$ cat config.mk
export PLATFORM = sky130hd
export DESIGN_NAME = tdm_rx
export DESIGN_NICKNAME = d
export VERILOG_FILES = /design/src/rtl/tdm_rx_pkg.sv /design/src/rtl/tdm_rx_framer.sv /design/src/rtl/tdm_rx_deser.sv /design/src/rtl/tdm_rx_regs.sv /design/src/rtl/tdm_rx.sv
export SDC_FILE = /design/constraint.sdc
export NUM_CORES = 1
export LEC_CHECK = 0
export BUFFER_PORTS_ARGS = -buffer_cell sky130_fd_sc_hd__clkbuf_2
export CELL_PAD_IN_SITES_DETAIL_PLACEMENT = 2
export CELL_PAD_IN_SITES_GLOBAL_PLACEMENT = 2
export CORE_MARGIN = 4
export CORE_UTILIZATION = 23
export DETAILED_ROUTE_END_ITERATION = 10
export GPL_TIMING_DRIVEN = 1
export PLACE_DENSITY_LB_ADDON = 0.1
export SETUP_SLACK_MARGIN = 0.5
export SYNTH_ARGS = -nofsm -noshare
export SYNTH_HDL_FRONTEND = slang
export SYNTH_SLANG_ARGS = --single-unit
export TNS_END_PERCENT = 100
$ cat constraint.sdc
create_clock -name clk -period 3.46 [get_ports clk]
set_input_delay 0.519 -clock clk [delete_from_list [all_inputs] [get_ports clk]]
set_output_delay 0.519 -clock clk [all_outputs]
set_load 0.02 [all_outputs]
$ cat src/rtl/tdm_rx_pkg.sv
package tdm_rx_pkg;
  localparam int MAX_SLOTS  = 32;
  localparam int SLOT_IDX_W = $clog2(MAX_SLOTS);
  localparam int BUS_W      = 32;

  localparam logic [1:0] A_MASK = 2'd0;
  localparam logic [1:0] A_CTRL = 2'd1;
  localparam logic [1:0] A_DATA = 2'd2;
  localparam logic [1:0] A_STAT = 2'd3;

  typedef struct packed {
    logic                  multi;
    logic [SLOT_IDX_W-1:0] last_slot;
  } rx_cfg_t;

  localparam rx_cfg_t CFG_RESET = '{multi: 1'b1, last_slot: SLOT_IDX_W'(MAX_SLOTS - 1)};
endpackage

$ cat src/rtl/tdm_rx_framer.sv
module tdm_rx_framer
  import tdm_rx_pkg::*;
#(
  parameter int SLOT_W = 16
) (
  input  logic                 clk,
  input  logic                 rst_n,
  input  logic                 bit_stb,
  input  logic                 fsync,
  input  logic [MAX_SLOTS-1:0] mask_pend,
  input  rx_cfg_t              cfg_pend,
  output logic                 shift_en,
  output logic                 word_done,
  output logic                 slot_keep
);
  localparam int BIT_W = (SLOT_W > 2) ? $clog2(SLOT_W) : 1;
  localparam logic [BIT_W-1:0] LAST_BIT = BIT_W'(SLOT_W - 1);

  logic                  active_q, active_d;
  logic [SLOT_IDX_W-1:0] slot_q, slot_d;
  logic [BIT_W-1:0]      bit_q, bit_d;
  logic [MAX_SLOTS-1:0]  mask_q, mask_d;
  rx_cfg_t               cfg_q, cfg_d;
  logic                  start;
  logic                  at_last_bit;
  logic [SLOT_IDX_W-1:0] end_slot;

  always_comb begin
    start       = bit_stb & fsync;
    at_last_bit = (bit_q == LAST_BIT);
    end_slot    = cfg_q.multi ? cfg_q.last_slot : '0;
    shift_en    = bit_stb & (fsync | active_q);
    word_done   = bit_stb & ~fsync & active_q & at_last_bit;
    slot_keep   = mask_q[slot_q];

    active_d = active_q;
    slot_d   = slot_q;
    bit_d    = bit_q;
    mask_d   = mask_q;
    cfg_d    = cfg_q;
    if (start) begin
      active_d = 1'b1;
      slot_d   = '0;
      bit_d    = BIT_W'(1);
      mask_d   = mask_pend;
      cfg_d    = cfg_pend;
    end else if (bit_stb && active_q) begin
      if (at_last_bit) begin
        bit_d = '0;
        if (slot_q == end_slot) active_d = 1'b0;
        else                    slot_d   = slot_q + SLOT_IDX_W'(1);
      end else begin
        bit_d = bit_q + BIT_W'(1);
      end
    end
  end

  always_ff @(posedge clk or negedge rst_n) begin
    if (!rst_n) begin
      active_q <= 1'b0;
      slot_q   <= '0;
      bit_q    <= '0;
      mask_q   <= '1;
      cfg_q    <= CFG_RESET;
    end else if (bit_stb) begin
      active_q <= active_d;
      slot_q   <= slot_d;
      bit_q    <= bit_d;
      mask_q   <= mask_d;
      cfg_q    <= cfg_d;
    end
  end

  assert_start_loads_mask_R4: assert property (@(posedge clk) disable iff (!rst_n)
    (bit_stb && fsync) |=> (mask_q == $past(mask_pend)));

  assert_mask_held_in_frame_R4: assert property (@(posedge clk) disable iff (!rst_n)
    !(bit_stb && fsync) |=> $stable(mask_q));

  assert_slot_bound_R8: assert property (@(posedge clk) disable iff (!rst_n)
    active_q |-> (slot_q <= cfg_q.last_slot) || !cfg_q.multi);

  assert_single_slot_only_R9: assert property (@(posedge clk) disable iff (!rst_n)
    (word_done && !cfg_q.multi) |-> (slot_q == '0));

  assert_restart_slot0_R11: assert property (@(posedge clk) disable iff (!rst_n)
    (bit_stb && fsync) |=> (active_q && slot_q == '0));
endmodule

$ cat src/rtl/tdm_rx_deser.sv
module tdm_rx_deser #(
  parameter int SLOT_W = 16
) (
  input  logic              clk,
  input  logic              rst_n,
  input  logic              shift_en,
  input  logic              sdata,
  output logic [SLOT_W-1:0] word
);
  logic [SLOT_W-2:0] sh_q;
  logic [SLOT_W-2:0] sh_d;

  always_comb begin
    sh_d = {sh_q[SLOT_W-3:0], sdata};
    word = {sh_q, sdata};
  end

  always_ff @(posedge clk or negedge rst_n) begin
    if (!rst_n)        sh_q <= '0;
    else if (shift_en) sh_q <= sh_d;
  end

  assert_msb_first_shift_R2: assert property (@(posedge clk) disable iff (!rst_n)
    shift_en |=> (sh_q[0] == $past(sdata)));
endmodule

$ cat src/rtl/tdm_rx_regs.sv
module tdm_rx_regs
  import tdm_rx_pkg::*;
#(
  parameter int SLOT_W = 16
) (
  input  logic                 clk,
  input  logic                 rst_n,
  input  logic                 bus_rd,
  input  logic                 bus_wr,
  input  logic [1:0]           bus_addr,
  input  logic [BUS_W-1:0]     bus_wdata,
  output logic [BUS_W-1:0]     bus_rdata,
  input  logic                 word_done,
  input  logic                 slot_keep,
  input  logic [SLOT_W-1:0]    word,
  output logic [MAX_SLOTS-1:0] mask_pend,
  output rx_cfg_t              cfg_pend,
  output logic                 rx_full,
  output logic                 rx_ovr
);
  logic [MAX_SLOTS-1:0] mask_q, mask_d;
  rx_cfg_t              cfg_q, cfg_d;
  logic [SLOT_W-1:0]    data_q, data_d;
  logic                 full_q, full_d;
  logic                 ovr_q, ovr_d;
  logic                 store, rd_data, rd_stat;

  always_comb begin
    store   = word_done & slot_keep;
    rd_data = bus_rd & (bus_addr == A_DATA);
    rd_stat = bus_rd & (bus_addr == A_STAT);

    mask_d = mask_q;
    cfg_d  = cfg_q;
    if (bus_wr && bus_addr == A_MASK) mask_d = bus_wdata;
    if (bus_wr && bus_addr == A_CTRL) begin
      cfg_d.multi     = bus_wdata[8];
      cfg_d.last_slot = bus_wdata[SLOT_IDX_W-1:0];
    end

    data_d = store ? word : data_q;

    if (store)        full_d = 1'b1;
    else if (rd_data) full_d = 1'b0;
    else              full_d = full_q;

    if (store && full_q && !rd_data) ovr_d = 1'b1;
    else if (rd_stat)                ovr_d = 1'b0;
    else                             ovr_d = ovr_q;

    case (bus_addr)
      A_MASK:  bus_rdata = mask_q;
      A_CTRL:  bus_rdata = {23'd0, cfg_q.multi, 3'd0, cfg_q.last_slot};
      A_DATA:  bus_rdata = BUS_W'(data_q);
      default: bus_rdata = {30'd0, ovr_q, full_q};
    endcase

    mask_pend = mask_q;
    cfg_pend  = cfg_q;
    rx_full   = full_q;
    rx_ovr    = ovr_q;
  end

  always_ff @(posedge clk or negedge rst_n) begin
    if (!rst_n) begin
      mask_q <= '1;
      cfg_q  <= CFG_RESET;
      data_q <= '0;
      full_q <= 1'b0;
      ovr_q  <= 1'b0;
    end else begin
      if (bus_wr) begin
        mask_q <= mask_d;
        cfg_q  <= cfg_d;
      end
      if (store) data_q <= data_d;
      full_q <= full_d;
      ovr_q  <= ovr_d;
    end
  end

  assert_full_on_store_R2: assert property (@(posedge clk) disable iff (!rst_n)
    store |=> rx_full);

  assert_drop_keeps_data_R3: assert property (@(posedge clk) disable iff (!rst_n)
    (word_done && !slot_keep) |=> ($stable(data_q) && (rx_full == $past(rx_full || 1'b0) || $past(rd_data))));

  assert_read_clears_full_R6: assert property (@(posedge clk) disable iff (!rst_n)
    (rd_data && !store) |=> !rx_full);

  assert_overrun_flag_R7: assert property (@(posedge clk) disable iff (!rst_n)
    (store && rx_full && !rd_data) |=> rx_ovr);

  assert_no_false_overrun_R7: assert property (@(posedge clk) disable iff (!rst_n)
    (!rx_ovr && !(store && rx_full)) |=> !rx_ovr);
endmodule

$ cat src/rtl/tdm_rx.sv
module tdm_rx
  import tdm_rx_pkg::*;
#(
  parameter int SLOT_W = 16
) (
  input  logic        clk,
  input  logic        rst_n,
  input  logic        bit_stb,
  input  logic        fsync,
  input  logic        sdata,
  input  logic        bus_rd,
  input  logic        bus_wr,
  input  logic [1:0]  bus_addr,
  input  logic [31:0] bus_wdata,
  output logic [31:0] bus_rdata,
  output logic        rx_full,
  output logic        rx_ovr
);
  logic                 rst_meta_n, rst_sync_n;
  logic                 shift_en, word_done, slot_keep;
  logic [SLOT_W-1:0]    word;
  logic [MAX_SLOTS-1:0] mask_pend;
  rx_cfg_t              cfg_pend;

  always_ff @(posedge clk or negedge rst_n) begin
    if (!rst_n) begin
      rst_meta_n <= 1'b0;
      rst_sync_n <= 1'b0;
    end else begin
      rst_meta_n <= 1'b1;
      rst_sync_n <= rst_meta_n;
    end
  end

  tdm_rx_framer #(.SLOT_W(SLOT_W)) u_framer (
    .clk       (clk),
    .rst_n     (rst_sync_n),
    .bit_stb   (bit_stb),
    .fsync     (fsync),
    .mask_pend (mask_pend),
    .cfg_pend  (cfg_pend),
    .shift_en  (shift_en),
    .word_done (word_done),
    .slot_keep (slot_keep)
  );

  tdm_rx_deser #(.SLOT_W(SLOT_W)) u_deser (
    .clk      (clk),
    .rst_n    (rst_sync_n),
    .shift_en (shift_en),
    .sdata    (sdata),
    .word     (word)
  );

  tdm_rx_regs #(.SLOT_W(SLOT_W)) u_regs (
    .clk       (clk),
    .rst_n     (rst_sync_n),
    .bus_rd    (bus_rd),
    .bus_wr    (bus_wr),
    .bus_addr  (bus_addr),
    .bus_wdata (bus_wdata),
    .bus_rdata (bus_rdata),
    .word_done (word_done),
    .slot_keep (slot_keep),
    .word      (word),
    .mask_pend (mask_pend),
    .cfg_pend  (cfg_pend),
    .rx_full   (rx_full),
    .rx_ovr    (rx_ovr)
  );
endmodule

### Yosys cells after proc, flatten, opt, wreduce, memory -nomap -nowiden

Index checks and enable logic that the tools add are counted.
W data, S select, Z words.

* output and inout bits: 34
* input port bits: 41
* bits in registers: 121
* logic and storage cells: 71

* equality and inequality tests: 6
* reductions and logical operators: 18
* magnitude comparators: 1
* $add $sub $neg: 2
* bitwise gates (word level): 10
* muxes and demuxes: 19

Operators by type and width (count)
* $pmux W32 S3: 1
* $mux W5: 5
* $mux W4: 3
* $reduce_bool A2 Y1: 5
* $mux W1: 9
* $and A1 B1 Y1: 8
* $reduce_and A2 Y1: 4
* $reduce_and A4 Y1: 2
* $lt A5 B6 Y1 const B: 1
* $add A5 B1 Y5 const B: 1
* $bmux W1 S5: 1
* $eq A5 B5 Y1: 1
* $logic_and A1 B1 Y1: 5
* $add A4 B1 Y4 const B: 1
* $eq A2 B2 Y1 const B: 2
* $eq A4 B4 Y1 const B: 1
* $eq A2 B1 Y1 const B: 1
* $logic_not A2 Y1: 1
* $ne A2 B1 Y1 const B: 1
* $logic_not A1 Y1: 1
* $not A1 Y1: 1
* $or A1 B1 Y1: 1

### Longest topological paths before layout

Gate-level depths: netlist of the first run.

* depth in word-level cells: 8
* mapped depth: 9
* depth with buffers taken out: 6

### By module

A second synthesis of the first run with hierarchy kept.

* cell total of the unflattened synthesis: 388
* area total of the unflattened synthesis: 5610.4 µm²

Modules (own cells, without submodules)
* tdm_rx_regs: area each 2578.7 µm², instances 1, sequential area each 1448.9 µm², cells each 177
* tdm_rx_framer: area each 2357.3 µm², instances 1, sequential area each 1248.7 µm², cells each 175
* tdm_rx_deser: area each 620.6 µm², instances 1, sequential area each 375.4 µm², cells each 33
* tdm_rx: area each 53.8 µm², instances 1, sequential area each 50.0 µm², cells each 3

### Worst setup path before layout of the first run

OpenSTA, ideal clock, no wires.

* kind: flip-flop to flip-flop
* from: reg u_framer.slot_q[0]
* to: reg u_regs.data_q[10]
* required time: 3335 ps
* arrival: 2100 ps
* library setup time: 125 ps
* cell stages (with the launch flop): 9
* period minus slack after synthesis: 2225 ps
* slack: 1235 ps
* buffers on the path: 3
* path through: dfrtp_1 -> buf_6 -> buf_12 -> mux2i_1 -> a221oi_2 -> o21ai_1 -> a221oi_4 -> buf_6 -> mux2_4

* cells in the longest elaborated chain, start to end: 3

Ends and longest elaborated chain
* from (decl): line tdm_rx_framer.sv:20 `logic [SLOT_IDX_W-1:0] slot_q, slot_d;`
* from (signal assigned): line tdm_rx_framer.sv:67 `slot_q <= slot_d;`
* $bmux W1 S5: line tdm_rx_framer.sv:34 `slot_keep = mask_q[slot_q];`
* $mux W1 (not written as such): line tdm_rx_framer.sv:34
* $and A1 B1 Y1: line tdm_rx_regs.sv:29 `store = word_done & slot_keep;`
* to (signal assigned): line tdm_rx_regs.sv:76 `if (store) data_q <= data_d;`
* to (decl): line tdm_rx_regs.sv:23 `logic [SLOT_W-1:0] data_q, data_d;`

Every way passes these cells. The select of a mux whose other input is x is not followed.
A chain may end at the register's enable or synchronous reset.

### Worst setup path in the final report of the first run

* from: reg u_framer.slot_q[0]
* to: reg u_regs.data_q[3]

Same word-level chain as after synthesis.

==> out/qor.yml, run 1 <==
finalSetupViolCount: 0
pwr_density_cell_mw_per_mm2: 673
timing.critical_path.slowest_stage_cell: "sky130_fd_sc_hd__dfrtp_1"
critical_path.cell_chain: "buf_4 -> mux2i_1 -> a221oi_2 -> o21ai_1 -> a221oi_4 -> buf_4 -> mux2_2"
drt-pass1-iter-count: 4
critPathMostFrequentCell: "sky130_fd_sc_hd__buf_4"
critical-path-max-stage-delay_ns: 0.63
viasPerCell: 4.38
p_leak_nw: 3.08
gr-usage-all-layers_pct: 12.3
cap_violations: 0
drt_iter0_drc: 140
synth_enable_flop_cells: 0
floorplan.rows: 56
tritoncts_clock_tree: "yes"
grt_pass1_wl_um: 25500
synthArstFlopShare_pct: 100
skew_ns: 0.00960
setup_ws_pre_cts_ns: 0.876
post-route-cell-area_mm2: 0.00690
final_max_slew_viol_count: 0
ys.warnings.count: 0
yosys_most_used_dff: "sky130_fd_sc_hd__dfstp_2"
detailroute.via_count: 3907
hold_violations: 0
clock_insertion_delay_at_the_later_pin_of_the_skew_report_ns: 0.42
reg2reg_setup_slack_ns: 0.89
power.internal_mw: 3.28
finalWirelength_um: 15400
power_frac_clock_pct: 36.3
fill_cells: 2577
count_of_antenna_diodes_in_the_layout: 0
clock_tree.htree_level_count: 4
placed_cells: 859
effective_utilization_at_floorplan_pct: 23.6
final_critical_path_setup_slack_ns: 0.888
route.antenna.remaining_nets: 0
min_period_ns: 2.57
floorplan.core_area_mm2: 0.0238
layout.core_utilization_pct: 29.1
worstMarginPinSlew_ns: 0.730
clock-root-buffer: "sky130_fd_sc_hd__clkbuf_16"
netSwitchingPower_mw: 1.36
timing.slew.headroom_pct: 51.3
critPathKind: "flip-flop to flip-flop"
synthDominantAreaCellType: "sky130_fd_sc_hd__dfstp_2"
dpl_cell_area_mm2: 0.00633
peak_fanout_along_the_critical_path: 19
fin_crit_sh_pct: 74.3
numClockSinks: 121
fp.dieH_um: 164
startpoint_kind_of_the_worst_setup_timing_path: "flip-flop"
ys_types: 46
ioPinCount: 75
detailed_place_hpwl_um: 10700
required_ns: 3.76
wl_per_cell_um: 17.3
synth_top_cells_by_count: "131 x sky130_fd_sc_hd__nand2_1, 76 x sky130_fd_sc_hd__dfstp_2, 62 x sky130_fd_sc_hd__mux2_2"
ys_seq_area_share_pct: 55.7
min_path_type: "input pin to flip-flop"
syn-num-nets: 527
numPortBuffers: 74
run_status: "finished, final reports clean"
drive_gt1_share_pct: 46.6
synth_area_per_cell_um2: 11.6
max-vdd-ir-drop_mv: 0.264
die_width_um: 164
fmax_ghz: 0.389
synthesis.area_mm2: 0.00561
worst-endpoint-arrival_ns: 2.87
route.detailed.drc: 0
combPwrFrac_pct: 17.6
clock_tree.buffer_depth: 2
post_synth_inst_count: 484
synth_top_cell_area_share_pct: 35.6
gp_congestion: 0.678
layoutNonFillerInstCount: 892
cts.repair.resized: 0
grt_setup_unrepaired: "false"
area.growth.synth_to_final_pct: 23.1
switching_share_pct: 29.3
die_area_mm2: 0.0269
critical_path_sink_type: "flip-flop"
antenna_found_initial: 0
seq_power_share_pct: 46.1
cts_inserted_buffers: 17
path_clk_slew_ns: 0.06
grt_remaining_overflow: 0
finalSetupTns_ns: 0
yosys.cell_count.top_type: "sky130_fd_sc_hd__nand2_1"
total_power_mw: 4.64
synth_seq_cells: 121
synth_area_leaders: "sky130_fd_sc_hd__dfstp_2 36%, sky130_fd_sc_hd__dfrtp_1 20%, sky130_fd_sc_hd__mux2_2 12%, sky130_fd_sc_hd__nand2_1 8.8%, sky130_fd_sc_hd__mux2i_1 3.9%"
grt_max_degree: 54
design.final.nets: 603
holdWs_ns: 0.334
grt_pass1_vias: 4555
[layout make-up]
cell class | instances | area (µm²) | share of cell area (%)
flip-flops and latches | 121 | 3130 | 45.3
multi-input cells | 331 | 2330 | 33.7
repair buffers | 84 | 473 | 6.85
clock buffers | 21 | 460 | 6.67
well taps | 319 | 399 | 5.78
clock inverters | 11 | 98.8 | 1.43
inverters | 5 | 18.8 | 0.272
[kinds of logic after synthesis]
kind of cell,count (synthesis),share of synthesized area (%)
flip-flops,121,55.7
XOR/XNOR,2,0.312
multiplexers,97,20.9
buffers and inverters,32,2.81
adder cells (fa/ha/maj),2,0.446
other,1,0.0669
AND/OR/NAND/NOR,186,14.3
AO/OA/AOI/OAI,43,5.47
[layout by cell type, fill, tap and decap left out, drive strengths merged, types with 2 or more instances in the layout]
| master | Yosys | routed |
|---|---|---|
| o22ai | 3 | 3 |
| o21a | 2 | 2 |
| a21o | 2 | 2 |
| nor2b | 3 | 3 |
| dfstp | 76 | 76 |
| clkinv | 0 | 6 |
| or3 | 3 | 3 |
| nand3 | 5 | 5 |
| inv | 5 | 6 |
| xor2 | 2 | 2 |
| clkinvlp | 0 | 3 |
| mux2 | 69 | 69 |
| dfrtp | 45 | 45 |
| ha | 2 | 2 |
| mux4 | 6 | 6 |
| nand2 | 131 | 131 |
| mux2i | 22 | 22 |
| a221oi | 3 | 3 |
| nor2 | 16 | 16 |
| a21oi | 9 | 9 |
| nand3b | 3 | 3 |
| clkbuf | 17 | 95 |
| nor3b | 2 | 2 |
| buf | 10 | 9 |
| o21ai | 17 | 17 |
| and2 | 18 | 18 |
[worst paths after layout]
path | endpoint | cells after the start | start
max | u_regs.data_q[3]$_DFFE_PN0P_ | 7 | u_framer.slot_q[0]$_DFFE_PN0P_
min in group asynchronous | u_deser.sh_q[11]$_DFFE_PN0P_ | 0 | rst_sync_n$_DFF_PN0_
min reg2reg | rst_sync_n$_DFF_PN0_ | 0 | rst_meta_n$_DFF_PN0_
max reg2reg | u_regs.data_q[3]$_DFFE_PN0P_ | 7 | u_framer.slot_q[0]$_DFFE_PN0P_
min | u_regs.mask_pend[9]$_DFFE_PN1P_ | 2 | bus_wdata[9]
max in group asynchronous | u_framer.mask_q[20]$_DFFE_PN1P_ | 1 | rst_sync_n$_DFF_PN0_
[power groups by stage]
stage	registers, mW	clock network, mW	logic (mW)
2_1_floorplan	2.02	0	0.695
3_3_place_gp	2.16	0	0.811
3_5_place_dp	2.17	0	0.842
4_1_cts	2.15	1.75	0.848
5_1_grt	2.19	1.84	0.924
6_report	2.14	1.69	0.818
[state kept, by name, indices dropped and copies added (netlist names), 4 cells and up]
name,flops
u_regs.data_q,16
u_framer.slot_q,5
u_regs.mask_pend,32
u_framer.mask_q,32
u_regs.cfg_pend,6
u_deser.sh_q,15
u_framer.cfg_q,6
u_framer.bit_q,4
[worst max-delay path, delay by kind of cell (launching register included)]
kind                   cells  cell delay [ns]
AO/OA/AOI/OAI              3             0.69
multiplexers               2             0.49
buffers and inverters      2             0.63
flip-flops                 1             0.63
[layer usage]
layer  vias up  global-route usage, %  wire (µm)
li1       1797                      -          -
met1      2053                   15.7       7060
met2        49                   20.4       7760
met3         8                   3.49        463
met4         0                   3.39        146
met5         -                      0          0
[timing repair]
item	in CTS	in global routing
hold buffers	1	0
hold endpoints to repair	2	0
setup buffers	0	0
Power figures use the tool's default switching activity.
==> inputs of run 2 (changes only) <==
- ABC_AREA: not set -> 1
- clock period: 3.46 -> 2.6 ns (I/O delays scaled with it)
==> run 2 against run 1 <==
Hold slack worse by 0.14 ns. Clock-buffer cell count stayed put. Core utilization is 0.31 points higher. Sequential power is 21% higher. Non-clock buffer count is 5 higher. Register-to-register slack worse by 0.06 ns. Via count is 21% higher. Area after synthesis is 1.6% lower. Critical path type is now input pin to output pin. Critical endpoint is now bus_rdata[13]. Largest cell class unchanged.
==> out/qor.yml, run 2 <==
run_status: "finished, final reports clean"
synthesis.area_mm2: 0.00552  # -1.6%
finalWirelength_um: 16900  # +9.8%
die_area_mm2: 0.0265  # -1.5%
startpoint_kind_of_the_worst_setup_timing_path: "input pin"
grt_setup_unrepaired: "false"
count_of_antenna_diodes_in_the_layout: 0  # unchanged
r2r_start: "u_framer.bit_q[1]$_DFFE_PN0P_"
grt_pass1_wl_um: 28300  # +11%
gp_congestion: 0.734  # +8.2%
critPathMostFrequentCell: "sky130_fd_sc_hd__clkbuf_2"
synth_seq_cells: 121  # unchanged
yosys.cell_count.top_type: "sky130_fd_sc_hd__nand2_1"
required_ns: 2.21  # -1.55 ns
power_frac_clock_pct: 38.3  # +2.0 points
antenna_found_initial: 0  # unchanged
syn-num-nets: 704  # +34%
skew_ns: 0.00987  # +0.000272 ns
fmax_ghz: 0.517
met2_length_um: 8360  # +7.7%
synth_area_leaders: "sky130_fd_sc_hd__dfstp_2 36%, sky130_fd_sc_hd__dfrtp_1 20%, sky130_fd_sc_hd__nand2_1 14%, sky130_fd_sc_hd__o21ai_0 6.4%, sky130_fd_sc_hd__inv_1 4.9%"
effective_utilization_at_floorplan_pct: 23.4  # -0.18 points
design.final.nets: 782  # +30%
numPortBuffers: 74  # unchanged
timing.critical_path.slowest_stage_cell: "sky130_fd_sc_hd__nor2_2"
switching_share_pct: 31.5  # +2.2 points
finalSetupTns_ns: 0  # unchanged
synth_top_cells_by_count: "204 x sky130_fd_sc_hd__nand2_1, 76 x sky130_fd_sc_hd__dfstp_2, 72 x sky130_fd_sc_hd__inv_1"
synth_area_per_cell_um2: 8.34  # -28%
hp-start: "bus_wdata[4]"
route.detailed.drc: 0  # unchanged
netSwitchingPower_mw: 1.99  # +47%
detail_route.wirelength.met1_um: 8070  # +14%
route.antenna.remaining_nets: 0  # unchanged
final_max_slew_viol_count: 0  # unchanged
layout.core_utilization_pct: 29.4  # +0.31 points
max-vdd-ir-drop_mv: 0.395  # +49%
peak_fanout_along_the_critical_path: 9  # -10
ioPinCount: 75  # unchanged
combPwrFrac_pct: 20.7  # +3.1 points
drt_iter0_drc: 134  # -4.3%
synth_enable_flop_cells: 0  # unchanged
synthArstFlopShare_pct: 100  # unchanged
ys_types: 29  # -37%
clock_tree.htree_level_count: 4  # unchanged
path_clk_slew_ns: 0.06  # about the same
cap_violations: 0  # unchanged
p_leak_nw: 3.37  # +9.3%
clock-root-buffer: "sky130_fd_sc_hd__clkbuf_16"
clock_insertion_delay_at_the_later_pin_of_the_skew_report_ns: 0.41  # about the same
grt_pass1_vias: 5329  # +17%
critical-path-max-stage-delay_ns: 0.24  # -0.39 ns
worst-endpoint-arrival_ns: 1.54  # -1.33 ns
drt-pass1-iter-count: 4  # unchanged
die_width_um: 163  # -0.78%
critPathKind: "input pin to output pin"
fp.dieH_um: 163  # -0.78%
timing.slew.headroom_pct: 60.9  # +9.5 points
hold_violations: 0  # unchanged
grt_remaining_overflow: 0  # unchanged
ys.warnings.count: 0  # unchanged
clock_tree.buffer_depth: 2  # unchanged
met3RoutedLength_um: 402  # -13%
gr-usage-all-layers_pct: 13.5  # +1.2 points
post_synth_inst_count: 661  # +37%
floorplan.core_area_mm2: 0.0235  # -0.88%
layout_common_cells: "203 x sky130_fd_sc_hd__nand2_1, 76 x sky130_fd_sc_hd__dfstp_2, 74 x sky130_fd_sc_hd__clkbuf_2"
synthDominantAreaCellType: "sky130_fd_sc_hd__dfstp_2"
fin_crit_sh_pct: 74.3
critical_path_sink_type: "output pin"
critical_path.cell_chain: "clkbuf_2 -> nor2_2 -> clkinvlp_4 -> buf_4 -> o21ai_0 -> clkbuf_2"
tritoncts_clock_tree: "yes"
min_path_type: "input pin to flip-flop"
grt_max_degree: 82  # +52%
min_period_ns: 1.93
wl_per_cell_um: 15.8  # -8.5%
synth_top_cell_area_share_pct: 36.2  # +0.59 points
area.growth.synth_to_final_pct: 25.4
power.internal_mw: 4.33  # +32%
detailed_place_hpwl_um: 11900  # +11%
finalSetupViolCount: 0  # unchanged
worstMarginPinSlew_ns: 0.587  # -0.143 ns
pwr_density_cell_mw_per_mm2: 915  # +36%
ys_seq_area_share_pct: 56.6  # +0.92 points
viasPerCell: 4.40  # +0.51%
seq_power_share_pct: 41.1  # -5.0 points
numClockSinks: 121  # unchanged
cts_inserted_buffers: 17  # unchanged
drive_gt1_share_pct: 27.5  # -19 points
detailroute.via_count: 4715  # +21%
floorplan.rows: 56  # unchanged
worstSetupStartpoint: "bus_addr[1]"
yosys_most_used_dff: "sky130_fd_sc_hd__dfstp_2"
mostFrequentLayoutCell: "sky130_fd_sc_hd__nand2_1"
maxUsedRoutingLayer: "met4"
## run 2: cell families after synthesis
| logic type | count (synthesis) | share of synthesized area (%) |
|---|---|---|
| buffers and inverters | 104 | 7.60 |
| xor gates and xnor gates | 6 | 0.953 |
| AOI/OAI and AO/OA | 113 | 10.8 |
| and+or+nand+nor | 314 | 23.5 |
| adders and majority gates | 2 | 0.454 |
| DFF | 121 | 56.6 |
| other | 1 | 0.0680 |
## run 2: metal layers
| metal | track usage, % | up-vias |
|---|---|---|
| li1 | - | 2259 |
| met1 | 17.6 | 2400 |
| met2 | 22.6 | 50 |
| met3 | 3.11 | 6 |
| met4 | 3.47 | 0 |
| met5 | 0 | - |
## run 2: cell type report
cell class	instances	area, µm²
Timing Repair Buffer	89	523
Sequential cell	121	3130
Multi-Input combinational cell	436	1980
Inverter	74	282
Clock buffer	21	460
Clock inverter	11	146
Fill cell	2715	16600
Tap cell	319	399
## run 2: path summary, 6_finish.rpt
path,to,depth (start not counted),slack [ns]
setup / recovery,bus_rdata[13],6,0.67
hold / removal,u_regs.mask_pend[4]$_DFFE_PN1P_,3,0.20
setup reg to reg,u_framer.slot_q[2]$_DFFE_PN0P_,8,0.83
hold reg to reg,rst_sync_n$_DFF_PN0_,0,0.35
max in group asynchronous,u_regs.mask_pend[31]$_DFFE_PN1P_,1,1.41
min in group asynchronous,rst_sync_n$_DFF_PN0_,2,0.29
## run 2: metrics by stage
step	total power, mW	instances	hold slack [ns]	worst slack [ns]	area [µm²]
2_1_floorplan	3.47	661	0.0944	0.653	5520
3_3_place_gp	3.93	1036	0.176	0.554	6280
3_5_place_dp	3.98	1036	0.179	0.414	6280
4_1_cts	6.48	1071	0.173	0.489	6910
5_1_grt	6.80	1071	0.180	0.546	6920
6_report	6.33	1071	0.197	0.667	6920
## run 2: power groups by stage
stage          clock, mW  combinational, mW  sequential (mW)
2_1_floorplan          0              0.916             2.56
3_3_place_gp           0               1.32             2.61
3_5_place_dp           0               1.35             2.63
4_1_cts             2.51               1.36             2.61
5_1_grt             2.61               1.53             2.66
6_report            2.42               1.31             2.60
## run 2: worst max-delay path, delay by kind of cell
family | cells | cell delay (ns)
compound gates | 1 | 0.18
simple gates | 1 | 0.24
buf+inv | 4 | 0.73
## run 2: timing repair
action	4_1_cts	5_1_grt
endpoints found under the hold margin	2	0
hold buffers	1	0
resized for setup	1	1
setup endpoints to repair	16	30
setup buffers	2	0
